**config.mk**
```make
export PLATFORM = sky130hd
export DESIGN_NAME = dac_serial_writer
export DESIGN_NICKNAME = d
export VERILOG_FILES = /design/src/rtl/dac_wr_pkg.sv /design/src/rtl/dac_half_tick.sv /design/src/rtl/dac_frame_shreg.sv /design/src/rtl/dac_edge_counter.sv /design/src/rtl/dac_serial_writer.sv
export SDC_FILE = /design/constraint.sdc
export NUM_CORES = 1
export LEC_CHECK = 0
export BUFFER_PORTS_ARGS = -buffer_cell sky130_fd_sc_hd__clkbuf_2
export CORE_MARGIN = 3
export CORE_UTILIZATION = 33
export CTS_CLUSTER_DIAMETER = 150
export DETAILED_ROUTE_END_ITERATION = 7
export GPL_ROUTABILITY_DRIVEN = 0
export PLACE_DENSITY = 0.53
export SYNTH_ARGS = -nofsm -noshare
export SYNTH_HDL_FRONTEND = slang
export SYNTH_SLANG_ARGS = --single-unit
```
**constraint.sdc**
```tcl
create_clock -name clk -period 2.05 [get_ports clk]
set_input_delay 0.41 -clock clk [delete_from_list [all_inputs] [get_ports clk]]
set_output_delay 0.41 -clock clk [all_outputs]
set_load 0.03 [all_outputs]
```
**src/rtl/dac_wr_pkg.sv**
```systemverilog
package dac_wr_pkg;
  typedef enum logic [1:0] {
    ST_IDLE  = 2'd0,
    ST_SHIFT = 2'd1,
    ST_GAP   = 2'd2,
    ST_LOAD  = 2'd3
  } wr_state_e;
endpackage

```
**src/rtl/dac_half_tick.sv**
```systemverilog
// Emits one pulse every HALF system clocks while enabled; restarts when disabled.
module dac_half_tick #(
  parameter int HALF = 2
) (
  input  logic clk,
  input  logic rst,
  input  logic en,
  output logic tick
);
  generate
    if (HALF <= 1) begin : g_direct
      logic unused_in;
      assign unused_in = clk ^ rst;
      assign tick = en;
    end else begin : g_count
      localparam int TW = $clog2(HALF);
      logic [TW-1:0] cnt_q;
      always_ff @(posedge clk) begin
        if (rst || !en) cnt_q <= '0;
        else if (cnt_q == TW'(HALF - 1)) cnt_q <= '0;
        else cnt_q <= cnt_q + 1'b1;
      end
      assign tick = en && (cnt_q == TW'(HALF - 1));
    end
  endgenerate
endmodule

```
**src/rtl/dac_frame_shreg.sv**
```systemverilog
// Holds the outgoing frame, MSB on the line; exact framing puts the code at the top.
module dac_frame_shreg #(
  parameter int DATA_W = 12,
  parameter int PAD_W  = 4
) (
  input  logic              clk,
  input  logic              rst,
  input  logic              load,
  input  logic              exact,
  input  logic [DATA_W-1:0] data,
  input  logic              shift,
  output logic              mosi
);
  localparam int FRAME_W = DATA_W + PAD_W;
  logic [FRAME_W-1:0] sr_q;

  always_ff @(posedge clk) begin
    if (rst) sr_q <= '0;
    else if (load) sr_q <= exact ? {data, {PAD_W{1'b0}}} : {{PAD_W{1'b0}}, data};
    else if (shift) sr_q <= {sr_q[FRAME_W-2:0], 1'b0};
  end

  assign mosi = sr_q[FRAME_W-1];
endmodule

```
**src/rtl/dac_edge_counter.sv**
```systemverilog
// Counts sampling edges; the frame ends when the count meets the limit.
module dac_edge_counter #(
  parameter int CNT_W = 5
) (
  input  logic             clk,
  input  logic             rst,
  input  logic             clr,
  input  logic             inc,
  input  logic [CNT_W-1:0] limit,
  output logic             term,
  output logic             zero
);
  logic [CNT_W-1:0] cnt_q;

  always_ff @(posedge clk) begin
    if (rst || clr) cnt_q <= '0;
    else if (inc) cnt_q <= cnt_q + 1'b1;
  end

  assign term = (cnt_q == limit);
  assign zero = (cnt_q == '0);
endmodule

```
**src/rtl/dac_serial_writer.sv**
```systemverilog
module dac_serial_writer
  import dac_wr_pkg::*;
#(
  parameter int DATA_W   = 12,
  parameter int PAD_W    = 4,
  parameter int CLK_DIV  = 4,
  parameter bit CPOL     = 1'b1,
  parameter bit CPHA     = 1'b1,
  parameter int LOAD_GAP = 1,
  parameter int LOAD_W   = 2
) (
  input  logic              clk,
  input  logic              rst,
  input  logic              s_valid,
  output logic              s_ready,
  input  logic [DATA_W-1:0] s_data,
  input  logic              s_exact,
  output logic              dac_sclk,
  output logic              dac_mosi,
  output logic              dac_cs_n,
  output logic              dac_ld_n
);
  localparam int HALF     = CLK_DIV / 2;
  localparam int FRAME_W  = DATA_W + PAD_W;
  localparam int CNT_W    = $clog2(FRAME_W + 1);
  localparam int WAIT_MAX = (LOAD_GAP > LOAD_W) ? LOAD_GAP : LOAD_W;
  localparam int WC_W     = $clog2(WAIT_MAX + 1);

  wr_state_e       state_q;
  logic            sclk_q, cs_q, ld_q, exact_q;
  logic [WC_W-1:0] wcnt_q;

  logic tick, term, cnt_zero;
  logic at_idle, frame_done, toggle, sample_edge, shift_en;
  logic accept, gap_end, load_end;
  logic [CNT_W-1:0] limit;

  assign s_ready = (state_q == ST_IDLE);
  assign accept  = s_valid && s_ready;

  assign limit      = exact_q ? CNT_W'(DATA_W) : CNT_W'(FRAME_W);
  assign at_idle    = (sclk_q == CPOL);
  assign frame_done = term && at_idle;
  assign toggle     = (state_q == ST_SHIFT) && tick && !frame_done;
  // Leading edge leaves the idle level; CPHA selects which edge samples.
  assign sample_edge = toggle && (CPHA ? !at_idle : at_idle);
  // Change edges move the next bit out; with CPHA=1 the first bit is already on the line.
  assign shift_en    = toggle && !sample_edge && !(CPHA && cnt_zero);

  assign gap_end  = (state_q == ST_GAP)  && (wcnt_q == WC_W'(LOAD_GAP - 1));
  assign load_end = (state_q == ST_LOAD) && (wcnt_q == WC_W'(LOAD_W - 1));

  dac_half_tick #(.HALF(HALF)) u_tick (
    .clk (clk),
    .rst (rst),
    .en  (state_q == ST_SHIFT),
    .tick(tick)
  );

  dac_frame_shreg #(.DATA_W(DATA_W), .PAD_W(PAD_W)) u_shreg (
    .clk  (clk),
    .rst  (rst),
    .load (accept),
    .exact(s_exact),
    .data (s_data),
    .shift(shift_en),
    .mosi (dac_mosi)
  );

  // Reloaded as the load strobe falls, so a further edge can never count on.
  dac_edge_counter #(.CNT_W(CNT_W)) u_edges (
    .clk  (clk),
    .rst  (rst),
    .clr  (gap_end),
    .inc  (sample_edge),
    .limit(limit),
    .term (term),
    .zero (cnt_zero)
  );

  always_ff @(posedge clk) begin
    if (rst) begin
      state_q <= ST_IDLE;
      sclk_q  <= CPOL;
      cs_q    <= 1'b1;
      ld_q    <= 1'b1;
      exact_q <= 1'b0;
      wcnt_q  <= '0;
    end else begin
      unique case (state_q)
        ST_IDLE: begin
          if (s_valid) begin
            cs_q    <= 1'b0;
            exact_q <= s_exact;
            state_q <= ST_SHIFT;
          end
        end
        ST_SHIFT: begin
          if (tick) begin
            if (frame_done) begin
              cs_q    <= 1'b1;
              wcnt_q  <= '0;
              state_q <= ST_GAP;
            end else begin
              sclk_q <= ~sclk_q;
            end
          end
        end
        ST_GAP: begin
          if (gap_end) begin
            ld_q    <= 1'b0;
            wcnt_q  <= '0;
            state_q <= ST_LOAD;
          end else begin
            wcnt_q <= wcnt_q + 1'b1;
          end
        end
        ST_LOAD: begin
          if (load_end) begin
            ld_q    <= 1'b1;
            wcnt_q  <= '0;
            state_q <= ST_IDLE;
          end else begin
            wcnt_q <= wcnt_q + 1'b1;
          end
        end
        default: state_q <= ST_IDLE;
      endcase
    end
  end

  assign dac_sclk = sclk_q;
  assign dac_cs_n = cs_q;
  assign dac_ld_n = ld_q;
endmodule

```
==> metrics <==
utilization of the core after routing=0.406; final setup violation count=0; antenna violation net count after detailed routing=0; critical path's top delay family=compound AO/OA/AOI/OAI gates; Seq cells post-synth=30; number of warnings issued by yosys=0; die span in y=78.7 um; DPL Wire Length=2780 um; top cells by instance count after synthesis=sky130_fd_sc_hd__nand2_1 (31), sky130_fd_sc_hd__dfxtp_1 (30), sky130_fd_sc_hd__mux2i_1 (17), sky130_fd_sc_hd__a21oi_1 (16); Gates resized, CTS repair=0; area of the core region=just under 5000 um2; beginning of the critical path=state_q[1]; most area-hungry cell type in the Yosys netlist=sky130_fd_sc_hd__dfxtp_1; die outline area=about 6200 um2; GRT Overall Usage=0.133; unrepaired setup endpoints after global routing=false; H-tree levels=2; hold_buf cts=0; synthesized instance count=199; number of remaining DRC errors=0; area overhead of the layout relative to synthesis=14.3%; worst rel slew slack=0.732; total power density per cell area=1010 nW/um2; final net count=243; number of synthesized flops with an enable pin=0; Sink Count=30; antenna violations before repair=0; most used flip-flop cell after synthesis=sky130_fd_sc_hd__dfxtp_1; Fill cells=515; Cell Count Post-Placement=278; maximum achievable frequency=roughly 550 MHz; largest incremental delay on the critical path=approximately 0.37 ns; arrival time of the worst setup path=slightly above 2 ns; number of detailed-routing iterations run before antenna repair=4; Design Power=approximately 2000 uW; buffers inserted during post-CTS setup optimization=0; TritonCTS clock tree=built; largest clock skew in the final design=around 0.0025 ns; Worst Min Path Start=rst; cell leakage power=slightly above 0.0008 uW; number of rows created at floorplan=25; Pins Over Slew Limit=0; cts bufs inserted=5; number of cells in the finished layout apart from fillers=around 290; Tcrit/Tclk final=0.890; vias per inst=slightly below 5; Critical Path End Type=register; count of endpoints failing hold in the final timing report=0; share of synthesized flip-flops with an asynchronous set or reset=0; worst IR drop on VDD=about 0.00058 V; DR iter-0 viols=between 90 and 100; total global routing overflow=0; number of buffers inserted by port buffering=20; top cells by area in the synthesized netlist=sky130_fd_sc_hd__dfxtp_1 (34%), sky130_fd_sc_hd__mux2i_1 (9.8%), sky130_fd_sc_hd__nand2_1 (6.7%); slew of the pin with the lowest slew margin=slightly above 0.4 ns; MaxCap Viol Count=0; post-synthesis instance area=about 1700 um2; type of element launching the critical path=register; buffer type at the clock tree root=sky130_fd_sc_hd__clkbuf_8; average size of a mapped cell=just under 9 um2; horizontal die dimension=78.7 um; DR WL/cell=roughly 13 um; run status=finished, final reports clean; worst r2r src=state_q[1]; Worst Hold Margin=roughly 0.46 ns; synthesized net count=224; global-route wire length before repair=6470 um; total negative slack for setup checks=0 ns; critical-path maximum fanout=9; pin count of the biggest net entering global routing=25; kind of critical path=reg -> reg; area share of the leading cell type in the synthesized netlist=0.344; total via count in the routed design=approximately 1400; Clk Latency, worst-skew pair=about 0.28 ns; cell-by-cell trace of the critical path=inv_1 -> ha_1 -> nand3_1 -> a21oi_1 -> a21oi_4 -> buf_4 -> mux2i_1; portion of the post-synthesis area used by sequential elements=0.344; Slowest cell on crit path=sky130_fd_sc_hd__dfxtp_1; Ports=21; Tmin final=1.82 ns; clock transition time at the flip-flop clock pins of the worst setup and hold paths=~0.06 ns; number of global-route vias before repair=around 1400; worst min-delay path class=in -> reg; fraction of final layout cells sized beyond drive strength 1=0.192; Initial Util=0.355; Critical path buffers and inverters=2; ANT cells=0; buffers from clock root to sink, at most=2; Req. time, crit path=around 2.3 ns; most common cell in the netlist=sky130_fd_sc_hd__nand2_1; count of different cell masters after synthesis=42; drt total wl=roughly 3800 um
## metrics by stage
stage               area (um2)  setup WS, ns
finish                    1990         0.226
global route              1990        0.0517
CTS                       1990         0.212
detailed placement        1900         0.225
global placement          1900         0.268
floorplan                 1740         0.158
## cells by family after synthesis
| group | count (synthesis) | synth area share |
|---|---|---|
| AO/OA/AOI/OAI | 41 | 0.159 |
| XOR/XNOR | 4 | 0.0201 |
| adder cells (fa/ha/maj) | 9 | 0.0646 |
| buffers and inverters | 20 | 0.0488 |
| flip-flops | 30 | 0.344 |
| multiplexers | 24 | 0.147 |
| AND/OR/NAND/NOR | 71 | 0.216 |
## sequential cells by signal, summed over array words and instances (netlist names)
name,count
wcnt_q,2
state_q,2
dac_cs_n,1
u_tick.g_count.cnt_q,1
u_shreg.sr_q,16
exact_q,1
dac_sclk,1
u_edges.cnt_q,5
dac_ld_n,1
## path summary, 6_finish.rpt
check / to / slack [ns] / cells after the start
min: dac_cs_n / 0.46 / 3
max reg2reg: u_shreg.sr_q[8] / 0.23 / 7
max: u_shreg.sr_q[8] / 0.23 / 7
min reg2reg: u_shreg.sr_q[6] / 0.46 / 2
## area by class of cell
class	count	area, um2	share of cell area
repair buffers	24	130	0.0652
flip-flops and latches	30	601	0.301
clock buffers	7	86.3	0.0433
inverters	8	30.0	0.0151
multi-input cells	149	1060	0.531
well taps	67	83.8	0.0420
clock inverters	1	5.00	0.00251
## power breakdown
group	switching [uW]	internal, uW	total (uW)
combinational	468	290	758
sequential	69.9	687	757
clock	222	270	492
## placed cells by master, fill, tap and decap left out, drive strengths merged, types with 2 or more instances in the layout
master  count
nand3b      3
xor2        3
o211ai      8
a211oi      2
and4b       2
mux2i      17
a21oi      17
nor4b       2
dfxtp      30
nor2b       9
clkbuf     27
nand2      31
inv         8
mux2        7
buf         4
nor2        5
nand2b      3
nand4       3
o21ai       6
nand3       7
nor3        2
ha          9
## routing by layer
metal | global-route usage | vias to the layer above | wire (um)
met4 | 0.0524 | 0 | 47
met2 | 0.199 | 14 | 1670
met3 | 0.0340 | 4 | 109
met5 | 0 | - | 0
met1 | 0.181 | 645 | 1970
li1 | - | 740 | -
## worst min-delay path, stage by stage
cell and delay (ns):
sky130_fd_sc_hd__clkbuf_2 0.09, sky130_fd_sc_hd__inv_1 0.10, sky130_fd_sc_hd__o21ai_0 0.09
No activity file was read; power rests on OpenSTA's default activity.
